### config.mk
export PLATFORM = sky130hd
export DESIGN_NAME = cap_fifo_resync
export DESIGN_NICKNAME = d
export VERILOG_FILES = /design/src/rtl/cap_fifo_pkg.sv /design/src/rtl/cap_fifo_ctrl.sv /design/src/rtl/cap_fifo_ptrs.sv /design/src/rtl/cap_fifo_store.sv /design/src/rtl/cap_fifo_resync.sv
export SDC_FILE = /design/constraint.sdc
export NUM_CORES = 1
export LEC_CHECK = 0
export BUFFER_PORTS_ARGS = -buffer_cell sky130_fd_sc_hd__buf_2
export CAP_MARGIN = 40
export CORE_ASPECT_RATIO = 0.9
export CORE_MARGIN = 2
export CORE_UTILIZATION = 60
export CTS_CLUSTER_SIZE = 14
export DETAILED_ROUTE_END_ITERATION = 8
export PLACE_DENSITY = 0.9
export SLEW_MARGIN = 20
export SYNTH_ARGS = -nofsm -noshare
export SYNTH_HDL_FRONTEND = slang
export SYNTH_SLANG_ARGS = --single-unit
export TNS_END_PERCENT = 100
### constraint.sdc
create_clock -name clk -period 3.46 [get_ports clk]
set_input_delay 0.173 -clock clk [delete_from_list [all_inputs] [get_ports clk]]
set_output_delay 0.173 -clock clk [all_outputs]
set_load 0.005 [all_outputs]
### src/rtl/cap_fifo_pkg.sv
package cap_fifo_pkg;

    typedef enum logic {
        GATE_SHUT = 1'b0,
        GATE_OPEN = 1'b1
    } gate_e;

    typedef struct packed {
        logic flush;
        logic wr;
        logic rd;
        logic drop;
    } fifo_op_t;

    function automatic fifo_op_t decode_op(
        input gate_e gate,
        input logic  wv,
        input logic  rq,
        input logic  flush_req,
        input logic  is_empty,
        input logic  is_full
    );
        fifo_op_t o;
        o.flush = flush_req;
        o.wr    = (gate == GATE_OPEN) && wv && !flush_req;
        o.rd    = rq && !is_empty && !flush_req;
        o.drop  = o.wr && is_full && !o.rd;
        return o;
    endfunction

    function automatic gate_e next_gate(
        input gate_e cur,
        input logic  flush_req,
        input logic  fs
    );
        if (flush_req) return GATE_SHUT;
        if (fs)        return GATE_OPEN;
        return cur;
    endfunction

    function automatic logic next_ovf(
        input logic cur,
        input logic drop,
        input logic clr
    );
        if (drop) return 1'b1;
        if (clr)  return 1'b0;
        return cur;
    endfunction

endpackage

### src/rtl/cap_fifo_ctrl.sv
module cap_fifo_ctrl
    import cap_fifo_pkg::*;
(
    input  logic     clk,
    input  logic     rst,
    input  logic     wr_valid,
    input  logic     rd_req,
    input  logic     overrun_in,
    input  logic     sync_err,
    input  logic     frame_start,
    input  logic     ovf_clear,
    input  logic     is_empty,
    input  logic     is_full,
    output fifo_op_t op,
    output logic     capture_open,
    output logic     ovf_flag
);
    gate_e gate_q;
    logic  ovf_q;
    logic  flush_req;

    assign flush_req = overrun_in || sync_err;

    always_comb begin
        op = decode_op(gate_q, wr_valid, rd_req, flush_req, is_empty, is_full);
    end

    always_ff @(posedge clk) begin
        if (rst) begin
            gate_q <= GATE_SHUT;
            ovf_q  <= 1'b0;
        end else begin
            gate_q <= next_gate(gate_q, flush_req, frame_start);
            ovf_q  <= next_ovf(ovf_q, op.drop, ovf_clear);
        end
    end

    assign capture_open = (gate_q == GATE_OPEN);
    assign ovf_flag     = ovf_q;
endmodule

### src/rtl/cap_fifo_ptrs.sv
module cap_fifo_ptrs
    import cap_fifo_pkg::*;
#(
    parameter int AW = 3
) (
    input  logic          clk,
    input  logic          rst,
    input  fifo_op_t      op,
    output logic [AW-1:0] wr_addr,
    output logic [AW-1:0] rd_addr,
    output logic          is_empty,
    output logic          is_full
);
    logic [AW:0] wp_q;
    logic [AW:0] rp_q;
    logic [AW:0] one;

    assign one = {{AW{1'b0}}, 1'b1};

    always_ff @(posedge clk) begin
        if (rst || op.flush) begin
            wp_q <= '0;
            rp_q <= '0;
        end else begin
            if (op.wr)
                wp_q <= wp_q + one;
            if (op.rd || op.drop)
                rp_q <= rp_q + one;
        end
    end

    assign wr_addr  = wp_q[AW-1:0];
    assign rd_addr  = rp_q[AW-1:0];
    assign is_empty = (wp_q == rp_q);
    assign is_full  = (wp_q[AW] != rp_q[AW]) && (wp_q[AW-1:0] == rp_q[AW-1:0]);
endmodule

### src/rtl/cap_fifo_store.sv
module cap_fifo_store #(
    parameter int W     = 32,
    parameter int DEPTH = 8,
    parameter int AW    = 3
) (
    input  logic          clk,
    input  logic          rst,
    input  logic          wr_en,
    input  logic [AW-1:0] wr_addr,
    input  logic [W-1:0]  wr_data,
    input  logic          rd_en,
    input  logic [AW-1:0] rd_addr,
    output logic [W-1:0]  rd_data
);
    logic [W-1:0] slot_words [DEPTH];
    logic [W-1:0] rd_q;

    for (genvar i = 0; i < DEPTH; i++) begin : g_slot
        logic [W-1:0] word_q;
        always_ff @(posedge clk) begin
            if (wr_en && (wr_addr == AW'(i)))
                word_q <= wr_data;
        end
        assign slot_words[i] = word_q;
    end

    always_ff @(posedge clk) begin
        if (rst)
            rd_q <= '0;
        else if (rd_en)
            rd_q <= slot_words[rd_addr];
    end

    assign rd_data = rd_q;
endmodule

### src/rtl/cap_fifo_resync.sv
module cap_fifo_resync
    import cap_fifo_pkg::*;
#(
    parameter int WIDTH = 32,
    parameter int DEPTH = 8
) (
    input  logic             clk,
    input  logic             rst,
    input  logic             wr_valid,
    input  logic [WIDTH-1:0] wr_data,
    input  logic             rd_req,
    output logic [WIDTH-1:0] rd_data,
    input  logic             overrun_in,
    input  logic             sync_err,
    input  logic             frame_start,
    input  logic             ovf_clear,
    output logic             empty,
    output logic             full,
    output logic             ovf_flag,
    output logic             capture_open
);
    localparam int AW = (DEPTH > 1) ? $clog2(DEPTH) : 1;

    fifo_op_t      op;
    logic [AW-1:0] wr_addr;
    logic [AW-1:0] rd_addr;
    logic          is_empty;
    logic          is_full;

    cap_fifo_ctrl u_ctrl (
        .clk          (clk),
        .rst          (rst),
        .wr_valid     (wr_valid),
        .rd_req       (rd_req),
        .overrun_in   (overrun_in),
        .sync_err     (sync_err),
        .frame_start  (frame_start),
        .ovf_clear    (ovf_clear),
        .is_empty     (is_empty),
        .is_full      (is_full),
        .op           (op),
        .capture_open (capture_open),
        .ovf_flag     (ovf_flag)
    );

    cap_fifo_ptrs #(.AW(AW)) u_ptrs (
        .clk      (clk),
        .rst      (rst),
        .op       (op),
        .wr_addr  (wr_addr),
        .rd_addr  (rd_addr),
        .is_empty (is_empty),
        .is_full  (is_full)
    );

    cap_fifo_store #(.W(WIDTH), .DEPTH(DEPTH), .AW(AW)) u_store (
        .clk     (clk),
        .rst     (rst),
        .wr_en   (op.wr),
        .wr_addr (wr_addr),
        .wr_data (wr_data),
        .rd_en   (op.rd),
        .rd_addr (rd_addr),
        .rd_data (rd_data)
    );

    assign empty = is_empty;
    assign full  = is_full;
endmodule

# Word level (Yosys, flattened, before mapping)
# Cells that the tools add are included.
[op_classes] addsub=2 n_mul=0 div_mod_pow=0 n_lt_le_gt_ge=1 eq_ne=10 n_shift=0 n_mux=21 n_bitwise=1 n_reduce_logical=24
[ops] cell="32-bit binary-select mux with 3-bit select" n=1
[ops] cell="32-bit two-way mux" n=2
[ops] cell="1-bit two-way mux" n=18
[ops] cell="1-bit logical AND" n=15
[ops] cell="3-bit equality test (second input constant)" n=4
[ops] cell="4-bit by 1-bit adder with 4-bit output (second input constant)" n=2
[ops] cell="3-bit by 2-bit equality test with 1-bit output (second input constant)" n=2
[ops] cell="4-bit equality test" n=1
[ops] cell="4-bit greater-or-equal comparator (second input constant)" n=1
[ops] cell="3-bit inverter with 4-bit output" n=1
[ops] cell="2-bit nonzero test" n=2
[ops] cell="3-bit by 1-bit equality test with 1-bit output (second input constant)" n=1
[ops] cell="3-bit equality test" n=1
[ops] cell="1-bit logical NOT" n=3
[ops] cell="3-bit logical NOT" n=1
[ops] cell="1-bit logical OR" n=3
[ops] cell="1-bit inequality test" n=1
[totals] reg_bits=298 latch_bits=0 ramBits=0 mem_bits_ro=0 output_inout_bits=36 word_cells=72 memories=0

# Longest topological paths before layout
# Gate-level depths: netlist of run 1.
[logic_depth] ltp_word=12 ltp_mapped=6

# By module
# A second synthesis of run 1 with hierarchy kept.
[unflattened] hier_cells=659 area_unflattened_um2=11522.3
[by_module_without_submodules] mod="cap_fifo_store" n_inst=1 cells_per_inst=598 area_each_um2=10986.8 seq_area_each_um2=8328.0
[by_module_without_submodules] mod="cap_fifo_ptrs" n_inst=1 cells_per_inst=48 area_each_um2=422.9 seq_area_each_um2=160.2
[by_module_without_submodules] mod="cap_fifo_ctrl" n_inst=1 cells_per_inst=13 area_each_um2=112.6 seq_area_each_um2=40.0

# Least setup slack after synthesis of run 1
# Ideal clock, no wire load.
[synth_timing] kind="register to register" from="register u_ctrl.gate_q, in the netlist u_ctrl.capture_open" to="register u_store.g_slot[4].word_q[0] (enable)" arrival_ns=1.744 t_required_ns=3.068 slack_ns=1.324 stages_incl_launch_ff=4 cell_sequence="dfxtp_1 > and4bb_2 > clkbuf_1 > and3_1"
[synth_via] elab_chain_cells=3
[synth_rtl] element="from (decl)" line_no="cap_fifo_ctrl.sv:18" text="gate_e gate_q;"
[synth_rtl] element="from (signal assigned)" line_no="cap_fifo_ctrl.sv:33" text="gate_q <= next_gate(gate_q, flush_req, frame_start);"
[synth_rtl] element="1-bit logical AND (2 in series)" line_no="cap_fifo_pkg.sv:25" text="o.wr = (gate == GATE_OPEN) && wv && !flush_req;"
[synth_rtl] element="1-bit logical AND" line_no="cap_fifo_store.sv:21" text="if (wr_en && (wr_addr == AW'(i)))"
[synth_rtl] element="to (signal assigned)" line_no="cap_fifo_store.sv:22" text="word_q <= wr_data;"
[synth_rtl] element="to (decl)" line_no="cap_fifo_store.sv:19" text="logic [W-1:0] word_q;"
# No other way between the ends.
# A chain may end at the register's enable or synchronous reset.

# Worst setup path in the final report of run 1
[layout_timing] from="register u_ptrs.rp_q[1]" to="output empty"
[layout_via] elab_chain_cells=1
[layout_rtl] element="from (decl)" line_no="cap_fifo_ptrs.sv:15" text="logic [AW:0] rp_q;"
[layout_rtl] element="from (signal assigned)" line_no="cap_fifo_ptrs.sv:28" text="rp_q <= rp_q + one;"
[layout_rtl] element="4-bit equality test" line_no="cap_fifo_ptrs.sv:34" text="assign is_empty = (wp_q == rp_q);"
[layout_rtl] element="to (decl)" line_no="cap_fifo_resync.sv:17" text="output logic empty,"
# No other way between the ends.

==> impl_metrics.ini, run 1 <==
[run_status]
status = finished, final reports clean

[detailed_routing]
detail-route-antenna-nets = 0
drc = 0
post_drt_wl_per_cell_um = 23.77
drt_iter0_drc = 533
met2_length_um = 11060
routed_wl_um = 22560
highest_layer = met4
drtPass1Iterations = 4
via_count = 5806
viasPerCell = 6.118
wirelength_met1_um = 9565
routed-wl-met3_um = 1477

[floorplanning]
die_w_um = 149.8
dieHeight_um = 135.2
core_area_um2 = 18580
start_util_pct = 61.77
dieArea_um2 = 20250
std_cell_rows = 47
io_pins = 76

[global_route]
grt.total_usage_pct = 23.17
first_global_vias = 6125
overflow = 0
grt_max_degree = 70
grt_pass1_wl_um = 34740
antenna_found_initial = 1

[synthesis]
yosysUniqueCellTypes = 32
synth_cells = 559
yosys_register_bits = 298
async_flop_share_pct = 0
synth_edf_count = 256
synth_area_per_cell_um2 = 20.53
ys_top_cells_by_area = edfxtp_1 (67%), mux4_2 (13%), dfxtp_1 (7.3%), mux2i_1 (3.1%), a211oi_2 (3.1%)
synth_top_area_share_pct = 66.97
yosysTopAreaCell = edfxtp_1
synth.cell_area_um2 = 11480
syn_nets = 606
ys.flop_type = edfxtp_1
yosysWarnings = 0
ys_seq_area_share_pct = 74.30

[final_layout]
layout_commonest_cell = edfxtp_1
drive_gt1_share_pct = 34.14
design_area_um2 = 13550
area_growth_pct = 18.02
finalNetCount = 728
final_cell_mix = edfxtp_1 (256), buf_2 (76), mux4_2 (64), nor2_1 (40), dfxtp_1 (39)

[place]
place_area_um2 = 12260
dp_hpwl_um = 12890
io_buffers = 75
place_congestion = 0.7721

[critical_path]
crit_type = reg2out
crit_path_end_kind = primary output
arrival_ns = 2.50
cp-start-kind = flop
r2r_slack_ns = 1.28
r2r-start = u_ptrs.rp_q[1]
worst_r2r_endpoint = u_ptrs.rp_q[1]
worstPathRequired_ns = 3.29
critPathLaunch = u_ptrs.rp_q[1]
ff2ff_path_depth = 5
critPathMaxFanout = 36

[timing]
tightest_slew_ns = 0.7583
fin_tns_setup_ns = 0
fin_worst_skew_ns = 0.01827
min_period_ns = 2.674
finalMaxSlewViolations = 0
rsz0062_at_grt = no
post-route-period-util_pct = 77.30
max_freq_mhz = 373.9
holdWs_ns = 0.04393
slew_headroom_pct = 49.45
finalHoldViolations = 0
setup_viol_count_final = 0

[clocking]
numCtsBuffers = 29
ctsRootBufferMaster = clkbuf_16
cts_tree = built
clk_pin_slew_ns = 0.06
post-cts-setup-buffers = 0
clock_path_buffers = 3
htreeDepth = 1
cts.sinks = 298
clock_latency_ns = 0.54

[worst_hold_path]
worstHoldStart = ovf_clear
min_to = u_ctrl.ovf_flag
min_path_type = in2reg
hold_depth = 4

[flow_run]
cap_violations = 0

[power_and_ir_drop]
p_leak_nw = 4.342
irDropWorstVdd_mv = 0.4242
powerDensity_nw_per_um2 = 522.6
fin_total_pwr_mw = 7.080
## cell families (layout without fill, tap and decap cells)
kind of cell / count (synthesis) / after routing / synth area share (%)
xor gates and xnor gates: 10 / 10 / 0.7630
buffers and inverters: 37 / 181 / 1.766
DFF: 298 / 298 / 74.30
muxes: 100 / 100 / 15.70
AOI/OAI and AO/OA: 39 / 39 / 3.913
adders and majority gates: 7 / 7 / 0.7630
and+or+nand+nor: 68 / 68 / 2.801
other: 0 / 1 / 0
## how the worst max path moves through the flow
stage / cells past startpoint / end / slack, ns
after floorplan: 3 / u_store.g_slot[4].word_q[0] / 1.32
after global placement: 3 / u_store.g_slot[1].word_q[12] / 1.39
after detailed placement: 6 / u_store.rd_data[22] / 1.30
after CTS: 4 / empty / 0.81
after global routing: 4 / full / 0.66
final: 4 / empty / 0.79
## sequential cells by signal, indices dropped and copies added, names as in the netlist
name / flops
u_ctrl.capture_open: 1
u_ctrl.ovf_flag: 1
u_ptrs.rp_q: 4
u_ptrs.wp_q: 4
u_store.rd_data: 32
u_store.g_slot.word_q: 256
## metrics by stage
stage          worst slack [ns]  util (%)  instances
2_1_floorplan             1.324         -        559
3_3_place_gp              1.388     64.87        851
3_5_place_dp              1.304     66.00        860
4_1_cts                  0.8128     72.86        947
5_1_grt                  0.6594     72.90        949
6_report                 0.7855     72.90        949
## power breakdown
part	switching, mW	total (mW)	internal, mW
Clock	1.27	3.07	1.80
Sequential	0.00118	3.89	3.89
Combinational	0.0643	0.112	0.0478
Total	1.34	7.08	5.74
## synthesized netlist by cell type, types with 2 or more instances
cell type  number
nand2b_1        3
nor2_1         40
mux2i_1        36
a21oi_1         2
xnor2_1         5
ha_1            7
clkbuf_1       11
xor2_1          5
nand4_1         2
a211oi_1        7
a211oi_2       28
buf_4           8
buf_6           3
buf_1           2
and2_1          2
nor3_1          2
and3_1          6
mux4_2         64
dfxtp_1        42
nand2_1         6
buf_2           9
inv_1           4
edfxtp_1      256
## what timing repair did
| item | in CTS | in global routing |
|---|---|---|
| hold endpoints to repair | 258 | 0 |
| resized for setup | 0 | 0 |
| hold buffers | 34 | 0 |
## critical path, cell delays in order, from the launching register on
cell and delay [ns]:
dfxtp_2 0.35, buf_4 0.62, xor2_1 0.28, nor4_2 0.49, buf_2 0.21
## area by class of cell
class	count	area [um^2]
sequential	298	8537
clock buffer	42	824.5
timing repair buffer	124	993.5
clock inverter	11	110.1
multi-input combinational	224	2758
tap	245	306.5
inverter	4	15.01
antenna	1	2.502
fill	1082	5036
## metal layers
layer	up-vias	global-route usage (%)
li1	2517	-
met1	3012	33.53
met2	241	37.90
met3	36	3.939
met4	0	5.556
met5	-	0
Note: power is estimated with default switching activity, not from simulation.
==> run 2: changes to the inputs <==
--- a/config.mk
+++ b/config.mk
@@ -9,10 +9,10 @@
 export CAP_MARGIN = 40
 export CORE_ASPECT_RATIO = 0.9
 export CORE_MARGIN = 2
-export CORE_UTILIZATION = 60
+export CORE_UTILIZATION = 54
 export CTS_CLUSTER_SIZE = 14
 export DETAILED_ROUTE_END_ITERATION = 8
-export PLACE_DENSITY = 0.9
+export PLACE_DENSITY = 0.86
 export SLEW_MARGIN = 20
 export SYNTH_ARGS = -nofsm -noshare
 export SYNTH_HDL_FRONTEND = slang
==> constraint.sdc (replaced) <==
create_clock -name clk -period 2.26 [get_ports clk]
set_input_delay 0.113 -clock clk [delete_from_list [all_inputs] [get_ports clk]]
set_output_delay 0.113 -clock clk [all_outputs]
set_load 0.005 [all_outputs]
==> impl_metrics.ini, run 2 (synthesis gave the netlist of run 1 again) <==
[critical_path]
arrival_ns = 1.95
ff2ff_path_depth = 5
r2r-start = u_ptrs.rp_q[0]
critPathLaunch = u_ptrs.rp_q[0]
cp-start-kind = flop
crit_type = reg2out
crit_path_end_kind = primary output
worstPathRequired_ns = 2.15
critPathMaxFanout = 18

[clocking]
clock_path_buffers = 3
clk_pin_slew_ns = 0.06
htreeDepth = 1
cts.sinks = 298
clock_latency_ns = 0.56
cts_tree = built
numCtsBuffers = 29
ctsRootBufferMaster = clkbuf_16

[timing]
setup_viol_count_final = 0
post-route-period-util_pct = 91.36
finalHoldViolations = 0
tightest_slew_ns = 0.6324
holdWs_ns = 0.07641
fin_tns_setup_ns = 0
rsz0062_at_grt = no
max_freq_mhz = 484.3
min_period_ns = 2.065
finalMaxSlewViolations = 0
slew_headroom_pct = 57.84
fin_worst_skew_ns = 0.01715

[floorplanning]
dieHeight_um = 142.3
die_w_um = 157.7
core_area_um2 = 20830
dieArea_um2 = 22440
io_pins = 76
std_cell_rows = 50
start_util_pct = 55.10

[power_and_ir_drop]
p_leak_nw = 4.385
p_sw_share_pct = 19.21
powerDensity_nw_per_um2 = 792.7
power_frac_comb_pct = 1.7
p_clk_share_pct = 43.4
irDropWorstVdd_mv = 0.5907
cellInternalPower_mw = 8.776
power.share.sequential_pct = 54.9
power_switching_mw = 2.086

[final_layout]
final_cell_mix = edfxtp_1 (256), buf_2 (76), mux4_2 (64), nor2_1 (40)
finalNonFillerCells = 1001
layout_commonest_cell = edfxtp_1
multi_input_area_um2 = 2766
regArea_um2 = 8537
area_growth_pct = 19.38
drive_gt1_share_pct = 34.17
largest_reg_flops = 256
n_fill_cell = 1291
largest-register = u_store.g_slot.word_q
fin_util_pct = 65.78
finalNetCount = 738

[detailed_routing]
via_count = 5871
drc = 0
viasPerCell = 5.865
detail-route-antenna-nets = 0
drt_iter0_drc = 569
drtPass1Iterations = 4
routed_wl_um = 23610
post_drt_wl_per_cell_um = 23.59

[flow_run]
cap_violations = 0

[worst_hold_path]
min_path_type = in2reg
worstHoldStart = sync_err
hold_depth = 5

[place]
place_congestion = 0.7645
io_buffers = 75
place_inst = 906
dp_hpwl_um = 12690

[global_route]
antenna_found_initial = 1
grt_pass1_wl_um = 36490
grt.total_usage_pct = 21.85
grt_max_degree = 35
first_global_vias = 6322
overflow = 0

[run_status]
status = finished, final reports clean
## run 2: power groups by stage
stage	combinational [mW]	sequential [mW]	clock, mW
after floorplan	0.0277	6.09	0
after global placement	0.115	6.08	0
after detailed placement	0.130	6.08	0
after CTS	0.183	5.96	4.75
after global routing	0.201	5.96	4.96
final	0.187	5.96	4.71
## run 2: worst paths after layout
kind | slack [ns] | to
hold / removal | 0.08 | u_ptrs.rp_q[1]
hold reg to reg | 0.53 | u_store.rd_data[0]
setup reg to reg | 0.38 | u_ptrs.rp_q[3]
setup / recovery | 0.20 | empty
## run 2: through the flow
stage / cell area (um^2) / worst slack [ns] / total power, mW
after floorplan: 11480 / 0.1238 / 6.114
after global placement: 12360 / 0.4644 / 6.195
after detailed placement: 12360 / 0.4200 / 6.211
after CTS: 13690 / 0.1012 / 10.90
after global routing: 13700 / 0.05400 / 11.12
final: 13700 / 0.1953 / 10.86
## run 2: what timing repair did
item / CTS / global route
hold buffers: 39 / 0
resized for setup: 0 / 1
endpoints found under the setup margin: 0 / 1
hold endpoints to repair: 262 / 0
buffers inserted: 0 / 0
## run 2: worst max-delay path, cell delays in order (launching register included)
cell and delay (ns):
dfxtp_4 0.49, buf_12 0.23, xor2_1 0.16, nor4_4 0.35
buf_2 0.18
## run 2: layout make-up
| cell class | instances | area share, % |
|---|---|---|
| clock inverters | 11 | 0.8583 |
| flip-flops and latches | 298 | 62.30 |
| multi-input cells | 224 | 20.19 |
| well taps | 286 | 2.611 |
| inverters | 4 | 0.1096 |
| repair buffers | 134 | 7.944 |
| diodes | 1 | 0.01826 |
| clock buffers | 43 | 5.972 |
## run 2: layer usage
layer,part of all wire [%],GRT usage (%)
met1,42,30.91
met3,6.4,3.563
met2,50,35.70
met4,1.7,6.268
met5,0,0
==> run 3: changes to the inputs <==
--- a/config.mk
+++ b/config.mk
@@ -7,9 +7,11 @@
 export LEC_CHECK = 0
 export BUFFER_PORTS_ARGS = -buffer_cell sky130_fd_sc_hd__buf_2
 export CAP_MARGIN = 40
+export CELL_PAD_IN_SITES_DETAIL_PLACEMENT = 1
+export CELL_PAD_IN_SITES_GLOBAL_PLACEMENT = 1
 export CORE_ASPECT_RATIO = 0.9
 export CORE_MARGIN = 2
-export CORE_UTILIZATION = 54
+export CORE_UTILIZATION = 47
 export CTS_CLUSTER_SIZE = 14
 export DETAILED_ROUTE_END_ITERATION = 8
 export PLACE_DENSITY = 0.86
==> constraint.sdc (replaced) <==
create_clock -name clk -period 2.26 [get_ports clk]
set_input_delay 0.113 -clock clk [delete_from_list [all_inputs] [get_ports clk]]
set_output_delay 0.113 -clock clk [all_outputs]
set_load 0.01 [all_outputs]
==> impl_metrics.ini, run 3 (synthesis gave the netlist of run 1 again) <==
[timing]
finalHoldViolations = 0
fin_worst_skew_ns = 0.02065
post-route-period-util_pct = 95.12
tightest_slew_ns = 0.5044
slew_headroom_pct = 66.26
rsz0062_at_grt = no
max_freq_mhz = 465.2
setup_viol_count_final = 0
fin_tns_setup_ns = 0
finalMaxSlewViolations = 0
min_period_ns = 2.150

[detailed_routing]
drc = 0
viasPerCell = 5.735
post_drt_wl_per_cell_um = 26.07
drtPass1Iterations = 5
detail-route-antenna-nets = 0
via_count = 5890
drt_iter0_drc = 449
routed_wl_um = 26780

[final_layout]
layout_commonest_cell = edfxtp_1
n_fill_cell = 2095
area_growth_pct = 19.53
final_cell_mix = edfxtp_1 (256), buf_2 (76), mux4_2 (64), nor2_1 (40), dfxtp_1 (39)
largest_reg_flops = 256
largest-register = u_store.g_slot.word_q
regArea_um2 = 8537
multi_input_area_um2 = 2773
finalNetCount = 740
drive_gt1_share_pct = 35.10

[critical_path]
worstPathRequired_ns = 2.15
cp-start-kind = flop
crit_path_end_kind = primary output
ff2ff_path_depth = 5
timing.critical_path.slowest_stage_cell = dfxtp_2
critPathMaxFanout = 11
critPathMaxStageDelay_ns = 0.59
crit_type = reg2out
crit_chain = xor2_1 > nor4_4 > buf_2
arrival_ns = 2.04

[power_and_ir_drop]
fin_total_pwr_mw = 10.92
irDropWorstVdd_mv = 0.5713
power_frac_comb_pct = 1.7
powerDensity_nw_per_um2 = 795.9
p_sw_share_pct = 19.59
p_leak_nw = 4.389
power_switching_mw = 2.139
p_clk_share_pct = 43.7
cellInternalPower_mw = 8.781
power.share.sequential_pct = 54.6

[clocking]
post-cts-setup-buffers = 0
cts.sinks = 298
cts_tree = built
clock_latency_ns = 0.56
ctsRootBufferMaster = clkbuf_16
htreeDepth = 1
numCtsBuffers = 31
clk_pin_slew_ns = 0.06
clock_path_buffers = 3

[global_route]
grt.total_usage_pct = 21.29
overflow = 0
grt_pass1_wl_um = 40840
antenna_found_initial = 1
first_global_vias = 6496
grt_max_degree = 43

[worst_hold_path]
min_path_type = in2reg
hold_depth = 4

[floorplanning]
start_util_pct = 47.59
dieArea_um2 = 25690
std_cell_rows = 54
dieHeight_um = 152.3
core_area_um2 = 24120
die_w_um = 168.7
io_pins = 76

[place]
dp_hpwl_um = 15290
io_buffers = 75
place_congestion = 0.7318

[run_status]
status = finished, final reports clean

[flow_run]
cap_violations = 0
==> run 3: cell types whose count changed in the layout (fill, tap and decap cells not counted), moves of 2 or more <==
cell,delta
clkbuf_16,+2
buf_4,+7
clkinvlp_4,+2
dlygate4sd3_1,-5
clkinv_2,+2
buf_12,-2
clkinv_4,-2
==> run 3: critical path: cells and delay by family, from the launching register on <==
family | cells | cell delay [ns]
buf+inv | 1 | 0.21
xor+xnor | 1 | 0.26
flops | 1 | 0.59
simple gates | 1 | 0.44
==> run 3: layout make-up <==
class                      count  area share (%)
tap                          308           2.809
antenna                        1         0.01824
timing repair buffer         134           7.660
clock inverter                13          0.7204
inverter                       4          0.1094
clock buffer                  45           6.256
multi-input combinational    224           20.21
sequential                   298           62.22
==> run 3: repair_timing <==
action,in CTS,in global routing
resized for setup,1,1
setup endpoints to repair,1,1
pin swaps,0,0
hold endpoints to repair,258,0
hold buffers,34,0
==> run 3: path summary, 6_finish.rpt <==
| kind | start | to | slack [ns] |
|---|---|---|---|
| max | u_ptrs.rp_q[1] | empty | 0.11 |
| min | ovf_clear | u_ctrl.ovf_flag | 0.01 |
| max reg2reg | u_ptrs.rp_q[0] | u_store.rd_data[13] | 0.19 |
| min reg2reg | u_store.rd_data[1] | u_store.rd_data[1] | 0.51 |
==> run 3: layer usage <==
layer  wire length (um)  part of all wire [%]  global-route usage (%)  vias to the layer above
li1                   -                     -                       -                     2534
met5                  0                     0                       0                        -
met3               1473                   5.5                   3.844                       40
met4                528                   2.0                   6.486                        0
met2              14150                    53                   37.51                      214
met1              10620                    40                   26.98                     3102
==> run 3: power groups by stage <==
stage                     clock network (mW)  logic, mW  registers [mW]
final                                   4.77      0.183            5.96
after global routing                    5.05      0.200            5.96
after CTS                               4.84      0.181            5.96
after detailed placement                   0      0.132            6.08
after global placement                     0      0.112            6.08
after floorplan                            0     0.0278            6.09
==> run 3: metrics by stage <==
stage / std cells / area (um^2) / worst slack, ns / hold WS (ns) / utilization (%)
after floorplan: 559 / 11480 / 0.08166 / 0.2119 / -
after global placement: 933 / 12400 / 0.4271 / 0.3231 / 51.41
after detailed placement: 934 / 12410 / 0.3595 / 0.3589 / 51.43
after CTS: 1026 / 13710 / 0.04702 / 0.0001688 / 56.85
after global routing: 1027 / 13720 / 0.02018 / 0.03625 / 56.88
final: 1027 / 13720 / 0.1103 / 0.01398 / 56.88
